$ cat config.mk
export PLATFORM = sky130hd
export DESIGN_NAME = gpio_quad_port
export DESIGN_NICKNAME = d
export VERILOG_FILES = /design/src/rtl/gpio_quad_pkg.sv /design/src/rtl/gpio_addr_decode.sv /design/src/rtl/gpio_sync.sv /design/src/rtl/gpio_pin_ctrl.sv /design/src/rtl/gpio_quad_port.sv
export SDC_FILE = /design/constraint.sdc
export NUM_CORES = 1
export LEC_CHECK = 0
export BUFFER_PORTS_ARGS = -buffer_cell sky130_fd_sc_hd__buf_2
export CORE_MARGIN = 2
export CORE_UTILIZATION = 40
export DETAILED_ROUTE_END_ITERATION = 10
export GPL_TIMING_DRIVEN = 0
export PLACE_DENSITY = 0.76
export SLEW_MARGIN = 20
export SYNTH_ARGS = -nofsm -noshare
export SYNTH_HDL_FRONTEND = slang
export SYNTH_SLANG_ARGS = --single-unit
$ cat constraint.sdc
create_clock -name clk -period 1.5 [get_ports clk]
set_clock_uncertainty 0.15 [all_clocks]
set_input_delay 0.225 -clock clk [delete_from_list [all_inputs] [get_ports clk]]
set_output_delay 0.225 -clock clk [all_outputs]
set_load 0.05 [all_outputs]
$ cat src/rtl/gpio_quad_pkg.sv
package gpio_quad_pkg;
  typedef enum logic [1:0] {
    SEL_NONE = 2'd0,
    SEL_DATA = 2'd1,
    SEL_DIR  = 2'd2,
    SEL_PULL = 2'd3
  } reg_sel_e;
endpackage

$ cat src/rtl/gpio_addr_decode.sv
module gpio_addr_decode
  import gpio_quad_pkg::*;
#(
  parameter int ADDR_W   = 8,
  parameter int DATA_OFS = 'h00,
  parameter int DIR_OFS  = 'h04,
  parameter int PULL_OFS = 'h0D
) (
  input  logic [ADDR_W-1:0] addr,
  output reg_sel_e          sel
);
  always_comb begin
    if (addr == ADDR_W'(DATA_OFS))      sel = SEL_DATA;
    else if (addr == ADDR_W'(DIR_OFS))  sel = SEL_DIR;
    else if (addr == ADDR_W'(PULL_OFS)) sel = SEL_PULL;
    else                                sel = SEL_NONE;
  end
endmodule

$ cat src/rtl/gpio_sync.sv
module gpio_sync #(
  parameter int W      = 4,
  parameter int STAGES = 2
) (
  input  logic         clk,
  input  logic         rst_n,
  input  logic [W-1:0] din,
  output logic [W-1:0] dout
);
  logic [W-1:0] stage_q [STAGES];

  generate
    for (genvar s = 0; s < STAGES; s++) begin : g_stage
      if (s == 0) begin : g_first
        always_ff @(posedge clk or negedge rst_n)
          if (!rst_n) stage_q[s] <= '0;
          else        stage_q[s] <= din;
      end else begin : g_next
        always_ff @(posedge clk or negedge rst_n)
          if (!rst_n) stage_q[s] <= '0;
          else        stage_q[s] <= stage_q[s-1];
      end
    end
  endgenerate

  assign dout = stage_q[STAGES-1];
endmodule

$ cat src/rtl/gpio_pin_ctrl.sv
module gpio_pin_ctrl #(
  parameter int W = 4
) (
  input  logic [W-1:0] latch_q,
  input  logic [W-1:0] dir_q,
  input  logic [W-1:0] pull_q,
  input  logic [W-1:0] pin_sync,
  output logic [W-1:0] pin_out,
  output logic [W-1:0] pin_oe,
  output logic [W-1:0] pin_pu,
  output logic [W-1:0] data_rd
);
  generate
    for (genvar i = 0; i < W; i++) begin : g_bit
      assign pin_out[i] = latch_q[i];
      assign pin_oe[i]  = dir_q[i];
      assign pin_pu[i]  = pull_q[i] & ~dir_q[i];
      assign data_rd[i] = dir_q[i] ? latch_q[i] : pin_sync[i];
    end
  endgenerate
endmodule

$ cat src/rtl/gpio_quad_port.sv
module gpio_quad_port
  import gpio_quad_pkg::*;
#(
  parameter int WIDTH       = 4,
  parameter int ADDR_W      = 8,
  parameter int DATA_W      = 8,
  parameter int SYNC_STAGES = 2,
  parameter int DATA_OFS    = 'h00,
  parameter int DIR_OFS     = 'h04,
  parameter int PULL_OFS    = 'h0D
) (
  input  logic              clk,
  input  logic              rst_n,
  input  logic [ADDR_W-1:0] bus_addr,
  input  logic              bus_wr,
  input  logic [DATA_W-1:0] bus_wdata,
  output logic [DATA_W-1:0] bus_rdata,
  input  logic [WIDTH-1:0]  pin_in,
  output logic [WIDTH-1:0]  pin_out,
  output logic [WIDTH-1:0]  pin_oe,
  output logic [WIDTH-1:0]  pin_pu
);
  localparam int PAD_W = DATA_W - WIDTH;

  reg_sel_e         sel;
  logic [WIDTH-1:0] latch_q, dir_q, pull_q;
  logic [WIDTH-1:0] pin_sync, data_rd;
  logic             unused_wdata_hi;

  assign unused_wdata_hi = ^bus_wdata[DATA_W-1:WIDTH];

  gpio_addr_decode #(
    .ADDR_W(ADDR_W), .DATA_OFS(DATA_OFS), .DIR_OFS(DIR_OFS), .PULL_OFS(PULL_OFS)
  ) u_dec (
    .addr(bus_addr),
    .sel (sel)
  );

  gpio_sync #(.W(WIDTH), .STAGES(SYNC_STAGES)) u_sync (
    .clk  (clk),
    .rst_n(rst_n),
    .din  (pin_in),
    .dout (pin_sync)
  );

  always_ff @(posedge clk or negedge rst_n) begin
    if (!rst_n) begin
      latch_q <= '0;
      dir_q   <= '0;
      pull_q  <= '0;
    end else if (bus_wr) begin
      case (sel)
        SEL_DATA: latch_q <= bus_wdata[WIDTH-1:0];
        SEL_DIR:  dir_q   <= bus_wdata[WIDTH-1:0];
        SEL_PULL: pull_q  <= bus_wdata[WIDTH-1:0];
        default:  ;
      endcase
    end
  end

  gpio_pin_ctrl #(.W(WIDTH)) u_pins (
    .latch_q (latch_q),
    .dir_q   (dir_q),
    .pull_q  (pull_q),
    .pin_sync(pin_sync),
    .pin_out (pin_out),
    .pin_oe  (pin_oe),
    .pin_pu  (pin_pu),
    .data_rd (data_rd)
  );

  always_comb begin
    case (sel)
      SEL_DATA: bus_rdata = {{PAD_W{1'b0}}, data_rd};
      SEL_DIR:  bus_rdata = {{PAD_W{1'b0}}, dir_q};
      SEL_PULL: bus_rdata = {{PAD_W{1'b0}}, pull_q};
      default:  bus_rdata = '0;
    endcase
  end


  latch_write_chk: assert property (@(posedge clk) disable iff (!rst_n)
    (bus_wr && bus_addr == ADDR_W'(DATA_OFS)) |=> (pin_out == $past(bus_wdata[WIDTH-1:0])));


  dir_to_oe_chk: assert property (@(posedge clk) disable iff (!rst_n)
    (bus_wr && bus_addr == ADDR_W'(DIR_OFS)) |=> (pin_oe == $past(bus_wdata[WIDTH-1:0])));


  no_pull_on_drive_chk: assert property (@(posedge clk) disable iff (!rst_n)
    ((pin_pu & pin_oe) == '0));


  unmapped_zero_chk: assert property (@(posedge clk) disable iff (!rst_n)
    (bus_addr != ADDR_W'(DATA_OFS) && bus_addr != ADDR_W'(DIR_OFS) &&
     bus_addr != ADDR_W'(PULL_OFS)) |-> (bus_rdata == '0));


  pull_hi_zero_chk: assert property (@(posedge clk) disable iff (!rst_n)
    (bus_addr == ADDR_W'(PULL_OFS)) |-> (bus_rdata[DATA_W-1:WIDTH] == '0));
endmodule

Word level (Yosys, flattened, before mapping):

Index checks and enable logic that the tools add are counted.

* register bits: 20
* bits of input ports: 23
* output and inout bits: 20
* word-level logic and storage cells: 30

* bitwise gates (word level): 8
* muxes and demuxes: 8
* equality and inequality tests: 5
* reduce and logical (&&, ||, !) cells: 4

Operators by type and width (number)
* one-hot mux 4 bit (3 select lines): 1
* equality test 8 x 3 -> 1 bit (second input constant): 1
* equality test 8 x 4 -> 1 bit (second input constant): 1
* logical NOT 8 bit: 1
* two-way mux 2 bit: 3
* AND reduction 2 bit: 3
* AND 1 bit: 4
* equality test 2 bit (second input constant): 2
* two-way mux 1 bit: 4
* inverter 1 bit: 4
* equality test 2 x 1 -> 1 bit (second input constant): 1

Logic depth before layout (Yosys ltp):

Gate-level depths: netlist (run 1).

* depth in word-level cells: 6
* gate-level depth with buffers: 4
* depth with buffers taken out: 3

By module:

Synthesis (run 1) repeated with hierarchy kept, for this count alone.

* cell total of the unflattened synthesis: 76
* area total of the unflattened synthesis: 1026.0 um^2

Modules (own cells, without submodules)
* gpio_quad_port: sequential area each 300.3 um^2, area an instance 586.8 um^2, instances 1, cells each 42
* gpio_sync: sequential area each 200.2 um^2, area an instance 230.2 um^2, instances 1, cells each 12
* gpio_pin_ctrl: sequential area each 0.0 um^2, area an instance 155.1 um^2, instances 1, cells each 16
* gpio_addr_decode: sequential area each 0.0 um^2, area an instance 53.8 um^2, instances 1, cells each 6

Least setup slack after synthesis (run 1):

OpenSTA, ideal clock, no wires.

* path type: input port to output port
* from: input bus_addr[1]
* to: output bus_rdata[0]
* buffers on the path: 0
* data arrival time: 1883 ps
* data required time: 1125 ps
* slack: -758 ps
* stages on the path: 3
* path through: or4_4 > or2_2 > a21oi_1

* cells in the longest elaborated chain, start to end: 6
* elaborated cells on any way between the ends: 10
* classes of those cells: eq/ne: 5; mux: 4; reduce/logical: 1

RTL lines
* start: declaration: RTL line gpio_quad_port.sv:14 `input logic [ADDR_W-1:0] bus_addr,`
* equality test 8 x 4 -> 1 bit: RTL line gpio_addr_decode.sv:15 `else if (addr == ADDR_W'(PULL_OFS)) sel = SEL_PULL;`
* two-way mux 2 bit: RTL line gpio_addr_decode.sv:15
* two-way mux 2 bit: RTL line gpio_addr_decode.sv:14 `else if (addr == ADDR_W'(DIR_OFS)) sel = SEL_DIR;`
* two-way mux 2 bit *: RTL line gpio_addr_decode.sv:13 `if (addr == ADDR_W'(DATA_OFS)) sel = SEL_DATA;`
* equality test 2 bit / equality test 2 x 1 -> 1 bit (equally long branches): RTL line gpio_quad_port.sv:73 `case (sel)`
* one-hot mux 4 bit (3 select lines) *: RTL line gpio_quad_port.sv:73
* end: declaration: RTL line gpio_quad_port.sv:17 `output logic [DATA_W-1:0] bus_rdata,`

Every way passes the cells marked *; elsewhere a longest branch is shown, timed or not.

Final worst setup path (run 1):

* from: input bus_addr[1]
* to: output bus_rdata[2]

The elaborated chain is that of the path after synthesis.

==> impl_summary.txt, run 1 <==
----------------------------------------------------
[Final layout]
  ANT cells ... 0
  Net count of the finished layout ... between 100 and 150
  Fill count ... around 170
  Area growth syn-to-layout ... 57.4%
  Combined area of the multi-input logic cells ... 495 sq um
  End-of-flow core utilization ... 0.659
  Register area ... 503 sq um
  Share of layout cells above drive strength 1 ... 0.650

[Synth]
  Ys Warns ... 0
  Largest cells by area after synthesis ... sky130_fd_sc_hd__dfrtp_1 (55%), sky130_fd_sc_hd__mux2_2 (15%), sky130_fd_sc_hd__buf_4 (3.3%)
  Synth Instances ... 71
  Synth Flop Type ... sky130_fd_sc_hd__dfrtp_1
  Share of synthesized area occupied by flip-flops and latches ... 0.546
  Ys async rst share ... 1.00
  Most common cell in the synthesized netlist ... sky130_fd_sc_hd__dfrtp_1
  Number of synthesized flops with an enable pin ... 0
  Yosys top cell area share ... 0.546
  Syn_area_per_cell ... 12.9 sq um
  Largest area contributor in the synthesized netlist ... sky130_fd_sc_hd__dfrtp_1
  Synth unique cells ... 20
  Top cell types by occurrence after synthesis ... sky130_fd_sc_hd__dfrtp_1 (20), sky130_fd_sc_hd__mux2_2 (12)
  Area of the mapped netlist ... 917 sq um
  Flop and latch count out of synthesis ... 20

[Power]
  Pwr Density ... 781 mW/mm^2
  P_leak ... approximately 0.69 nW
  Max VDD drop ... 0.630 mV
  Final Power ... 1.13 mW

[Timing]
  Min Hold Slack ... between 0.015 and 0.02 ns
  Final Hold Violating Endpoints ... 0
  Setup repair after global routing missed its margin ... yes
  Period utilisation layout ... 1.22
  Max-slew violation count ... 0
  Highest achievable clock rate ... 0.545 GHz
  Setup violations, final ... 16
  Smallest setup slack after layout ... -0.335 ns
  Tmin final ... 1.83 ns

[CTS]
  Clock latency at the later pin of the worst-skew pair ... 0.30 ns
  Htree depth ... 1
  Clock transition at the register clock pins on the worst setup and hold paths after CTS ... approximately 0.12 ns
  Bufs on Longest Clock Path ... 2
  Root buffer cell ... sky130_fd_sc_hd__clkbuf_4
  Sink Count ... 20
  CTS tree ... built
  TritonCTS buffer count ... 3

[Setup path]
  Slowest cell on the critical path ... sky130_fd_sc_hd__or4_4
  Critical Path Source Type ... input pin
  RR Startpoint ... dir_q[2]
  Dominant cell type by count on the critical path ... sky130_fd_sc_hd__buf_6
  Maximum cell stage delay along the critical path ... 0.54 ns
  Reg2Reg Depth ... 1
  Critical-path cell list ... buf_6 -> or4_4 -> or2_4 -> a21oi_4 -> buf_6
  Largest fanout on the critical path ... 4
  Element type at the critical path end ... output pin
  Arr. time, crit path ... around 1.5 ns
  Worst path required time ... ~1.1 ns
  End of the worst register-to-register path ... dir_q[2]
  Register-to-Register Setup Slack ... 0.50 ns
  Class of the most critical setup path ... in -> out

[Die]
  DIE AREA ... 0.00269 sq mm
  Num rows ... 17
  Area of the core ... between 0.002 and 0.0025 sq mm
  I/O pin total ... between 40 and 50
  Initial Util ... 0.419
  Horiz. Die Dim ... 51.9 um
  Die Span Y ... a little over 50 um

[GRT]
  Largest net degree at the start of global routing ... 21
  Overall routing resource usage ... 0.182
  Residual overflow from global routing ... 0
  Number of global-route vias before repair ... between 700 and 800
  Initial antenna violation count ... 0
  First-pass GRT wire length ... 3490 um

[Job]
  Number of max-cap violations ... 0

[Drt]
  Antenna Violating Nets Remaining ... 0
  WL/cell ... 14.4 um
  Via density ... 4.98
  Sum of routed wire length over all layers ... approximately 2200 um
  Number of detailed-route iterations in the first pass ... 4
  Remaining design rule violation count ... 0
  Overall via count from detail_route ... 752
  DRC violation total after the first TritonRoute iteration ... 1

[Worst hold path]
  Worst Hold Depth ... 2
  End point of the worst hold path ... latch_q[1]
  Hold_sp ... bus_wdata[1]
  Class of the most critical hold timing path ... in -> reg

[Place]
  Number of input and output port buffers inserted ... 34
  Hpwl dp ... 1480 um
  Weighted congestion at the end of routability-driven global placement ... around 0.73

[Status]
  Violated checks ... negative setup slack
  Status ... finished, violations left

----------------------------------------------------
## registers in the layout (all words and copies together) (netlist names)
signal	count
dir_q	4
latch_q	4
pull_q	4
u_sync.dout	4
u_sync.stage_q	4
## critical path: cells and delay by family
kind	cells	cell delay, ns
buffers and inverters	2	0.26
AND/OR/NAND/NOR	2	0.84
AO/OA/AOI/OAI	1	0.13
## timing repair
action / CTS / global route
hold buffers: 5 / 0
pin swaps: 3 / 4
endpoints found under the hold margin: 24 / 0
gates cloned: 0 / 0
gates resized for setup: 16 / 19
setup buffers: 3 / 3
setup endpoints to repair: 16 / 18
## through the flow
stage               cell area (sq um)  std cells  setup WS, ns  TNS, ns
finish                           1440        151        -0.335    -2.99
CTS                              1360        148        -0.351    -2.38
global placement                 1210        136        -0.465    -6.14
detailed placement               1210        136        -0.475    -6.28
floorplan                        1000         74        -0.283    -2.97
global route                     1440        151        -0.354    -3.35
## layer usage
layer | part of all wire | GRT usage | vias up | wire length (um)
met4 | 0.027 | 0.101 | 0 | 59
li1 | - | - | 348 | -
met3 | 0.067 | 0.0345 | 6 | 146
met1 | 0.41 | 0.233 | 366 | 897
met2 | 0.49 | 0.289 | 32 | 1080
met5 | 0 | 0 | - | 0
## cell type report
type                       instances  area share
sequential                        20       0.348
multi-input combinational         49       0.343
timing repair buffer              45       0.235
clock buffer                       4      0.0251
buffer                             5      0.0243
tap                               28      0.0243
## report_power, final
part	internal [mW]	total (mW)	switching (mW)
Sequential	0.566	0.584	0.0189
Clock	0.148	0.319	0.171
Combinational	0.0882	0.225	0.137
Total	0.802	1.13	0.326
## cells by family after synthesis
family | synth area share
AND/OR/NAND/NOR | 0.190
flip-flops | 0.546
AO/OA/AOI/OAI | 0.0764
multiplexers | 0.147
buffers and inverters | 0.0368
other | 0.00409
## layout by cell type (no fill, tap or decap), drive strengths merged
cell type,n
nand4bb,2
nand2,4
o21ai,4
clkbuf,5
nor3,2
nor2,1
or2,1
buf,44
or4,1
nor2b,4
mux2,12
dlygate4sd3,5
and3,1
dfrtp,20
or4b,1
conb,4
a21oi,4
nor3b,4
o21a,4
## how the worst max path moves through the flow
| stage | from | to |
|---|---|---|
| 2_1_floorplan | bus_addr[1] | bus_rdata[0] |
| 3_3_place_gp | bus_addr[1] | bus_rdata[3] |
| 3_5_place_dp | bus_addr[1] | dir_q[2] |
| 4_1_cts | bus_addr[5] | bus_rdata[0] |
| 5_1_grt | bus_addr[1] | bus_rdata[2] |
| 6_report | bus_addr[1] | bus_rdata[2] |
Power figures use the tool's default switching activity.
==> run 2, diff against run 1 <==
--- a/config.mk
+++ b/config.mk
@@ -5,12 +5,12 @@
 export SDC_FILE = /design/constraint.sdc
 export NUM_CORES = 1
 export LEC_CHECK = 0
-export BUFFER_PORTS_ARGS = -buffer_cell sky130_fd_sc_hd__buf_2
 export CORE_MARGIN = 2
-export CORE_UTILIZATION = 40
+export CORE_UTILIZATION = 53
 export DETAILED_ROUTE_END_ITERATION = 10
+export DONT_BUFFER_PORTS = 1
 export GPL_TIMING_DRIVEN = 0
-export PLACE_DENSITY = 0.76
+export PLACE_DENSITY = 0.74
 export SLEW_MARGIN = 20
 export SYNTH_ARGS = -nofsm -noshare
 export SYNTH_HDL_FRONTEND = slang
==> run 2 against run 1 <==
The flow still finishes with violations (negative setup slack). Sequential cell count did not move. Combinational power fell by 35%. Fmax fell by 6.0%.
==> impl_summary.txt, run 2 (same netlist as run 1, synthesis figures left out) <==
----------------------------------------------------
[CTS]
  Clock latency at the later pin of the worst-skew pair ... 0.29 ns
  Htree depth ... 1
  Root buffer cell ... sky130_fd_sc_hd__clkbuf_4
  TritonCTS buffer count ... 3
  Number of buffers added for setup after CTS ... 0
  CTS tree ... built
  Clock transition at the register clock pins on the worst setup and hold paths after CTS ... 0.12 ns
  Bufs on Longest Clock Path ... 2
  Sink Count ... 20

[Timing]
  Slew at the pin closest to its max-slew limit ... 0.901 ns
  Min Hold Slack ... 0.0352 ns
  Smallest setup slack after layout ... -0.452 ns
  Period utilisation layout ... 1.30
  Highest achievable clock rate ... roughly 0.51 GHz
  Max-slew violation count ... 0
  Worst slew margin relative to its limit ... 0.398
  Setup violations, final ... 8
  Tmin final ... just under 2 ns
  Final setup TNS ... -2.36 ns
  Setup repair after global routing missed its margin ... yes
  Final Hold Violating Endpoints ... 0

[Setup path]
  Arr. time, crit path ... 1.58 ns
  Class of the most critical setup path ... reg -> out
  Critical Path Source Type ... flip-flop
  Reg2Reg Depth ... 1
  Capture point of the worst path ... bus_rdata[3]
  Element type at the critical path end ... output pin
  Start point of the critical path ... dir_q[3]
  Maximum cell stage delay along the critical path ... 0.57 ns
  Critical-path cell list ... nor3b_2 -> o21ai_1 -> a21oi_4
  Slowest cell on the critical path ... sky130_fd_sc_hd__dfrtp_2
  Family with the most delay on the worst path ... flip-flops
  Register-to-Register Setup Slack ... 0.36 ns
  Worst Path Buf+Inv ... 0
  Largest fanout on the critical path ... 5
  RR Startpoint ... dir_q[3]
  End of the worst register-to-register path ... dir_q[3]
  Crit. path cell count ... 3
  Worst path required time ... 1.12 ns

[Worst hold path]
  Class of the most critical hold timing path ... in -> reg

[Power]
  Share of total power in sequential cells ... 0.516
  Sw frac ... 0.259
  Final Power ... 1.21 mW
  P_leak ... between 0.5 and 0.6 nW
  Internal ... 0.897 mW
  Max VDD drop ... 0.679 mV
  Part of the total power dissipated in combinational logic ... 0.120
  Pwr Density ... just under 1000 mW/mm^2
  Power spent charging and discharging nets ... 0.313 mW
  Clock network power share ... 0.363

[Job]
  Number of max-cap violations ... 0

[GRT]
  Overall routing resource usage ... 0.200
  First-pass GRT wire length ... about 2800 um
  Number of global-route vias before repair ... 574
  Residual overflow from global routing ... 0
  Largest net degree at the start of global routing ... 21
  Initial antenna violation count ... 0

[Drt]
  Sum of routed wire length over all layers ... 1890 um
  WL/cell ... roughly 18 um
  Antenna Violating Nets Remaining ... 0
  DRC violation total after the first TritonRoute iteration ... 7
  Overall via count from detail_route ... 603
  Remaining design rule violation count ... 0
  Number of detailed-route iterations in the first pass ... 4
  Via density ... 5.80

[Place]
  Number of placed cells counting well taps ... 91
  Hpwl dp ... 1250 um
  Weighted congestion at the end of routability-driven global placement ... 0.726
  Placed standard-cell area ... 0.00102 sq mm
  Number of input and output port buffers inserted ... 0

[Status]
  Violated checks ... negative setup slack
  Status ... finished, violations left

[Die]
  Horiz. Die Dim ... 45.6 um
  Area of the core ... between 0.0015 and 0.002 sq mm
  DIE AREA ... 0.00208 sq mm
  Num rows ... 15
  I/O pin total ... 43
  Die Span Y ... 45.6 um
  Initial Util ... 0.549

[Final layout]
  ANT cells ... 0
  Area growth syn-to-layout ... 33.0%
  Most common cell after layout, fill and taps aside ... sky130_fd_sc_hd__dfrtp_1
  Share of layout cells above drive strength 1 ... 0.563
  Commonest non-fill, non-tap cells in the layout ... sky130_fd_sc_hd__dfrtp_1 (12), sky130_fd_sc_hd__dlygate4sd3_1 (9), sky130_fd_sc_hd__mux2_2 (8), sky130_fd_sc_hd__dfrtp_2 (8)
  Fill count ... ~110
  Final Cell Area ... 0.00122 sq mm
  Post-route non-filler standard cell count ... 104
  Net count of the finished layout ... 111

----------------------------------------------------
-- run 2: worst min-delay path by stage --
stage / from / to / slack [ns] / cells past startpoint
2_1_floorplan: rst_n / dir_q[0] / -0.22 / 0
3_3_place_gp: rst_n / latch_q[2] / -0.22 / 0
3_5_place_dp: rst_n / latch_q[2] / -0.22 / 0
4_1_cts: bus_addr[4] / latch_q[3] / 0.03 / 2
5_1_grt: bus_addr[4] / latch_q[0] / 0.03 / 2
6_report: bus_addr[4] / latch_q[3] / 0.04 / 2
-- run 2: layout make-up --
type | count | area, sq um | share of cell area
well taps | 17 | 21.3 | 0.0174
multi-input cells | 49 | 510 | 0.418
repair buffers | 9 | 90.1 | 0.0738
clock inverters | 1 | 30.0 | 0.0246
clock buffers | 3 | 22.5 | 0.0185
flip-flops and latches | 20 | 510 | 0.418
plain buffers | 5 | 35.0 | 0.0287
-- run 2: timing repair --
item,in CTS,in global routing
gates resized for setup,20,3
gates cloned,0,0
hold buffers,9,0
pin swaps,7,8
endpoints found under the hold margin,36,0
setup endpoints to repair,12,15
-- run 2: per-layer routing --
layer / routed length, um / track usage / vias to the layer above
met1: 849 / 0.282 / 299
met2: 928 / 0.315 / 26
met4: 16 / 0.0706 / 0
met5: 0 / 0 / -
li1: - / - / 276
met3: 99 / 0.0278 / 2
-- run 2: power groups by stage --
stage	Combinational (mW)	Sequential, mW	Clock [mW]
after floorplan	0.0984	0.626	0
after global placement	0.103	0.630	0
after detailed placement	0.105	0.632	0
after CTS	0.145	0.625	0.445
after global routing	0.156	0.629	0.458
final	0.146	0.625	0.440
-- run 2: stage by stage --
step | utilization | worst slack (ns)
CTS | 0.727 | -0.470
global placement | 0.612 | -0.362
finish | 0.730 | -0.452
global route | 0.730 | -0.488
floorplan | - | -0.283
detailed placement | 0.612 | -0.402
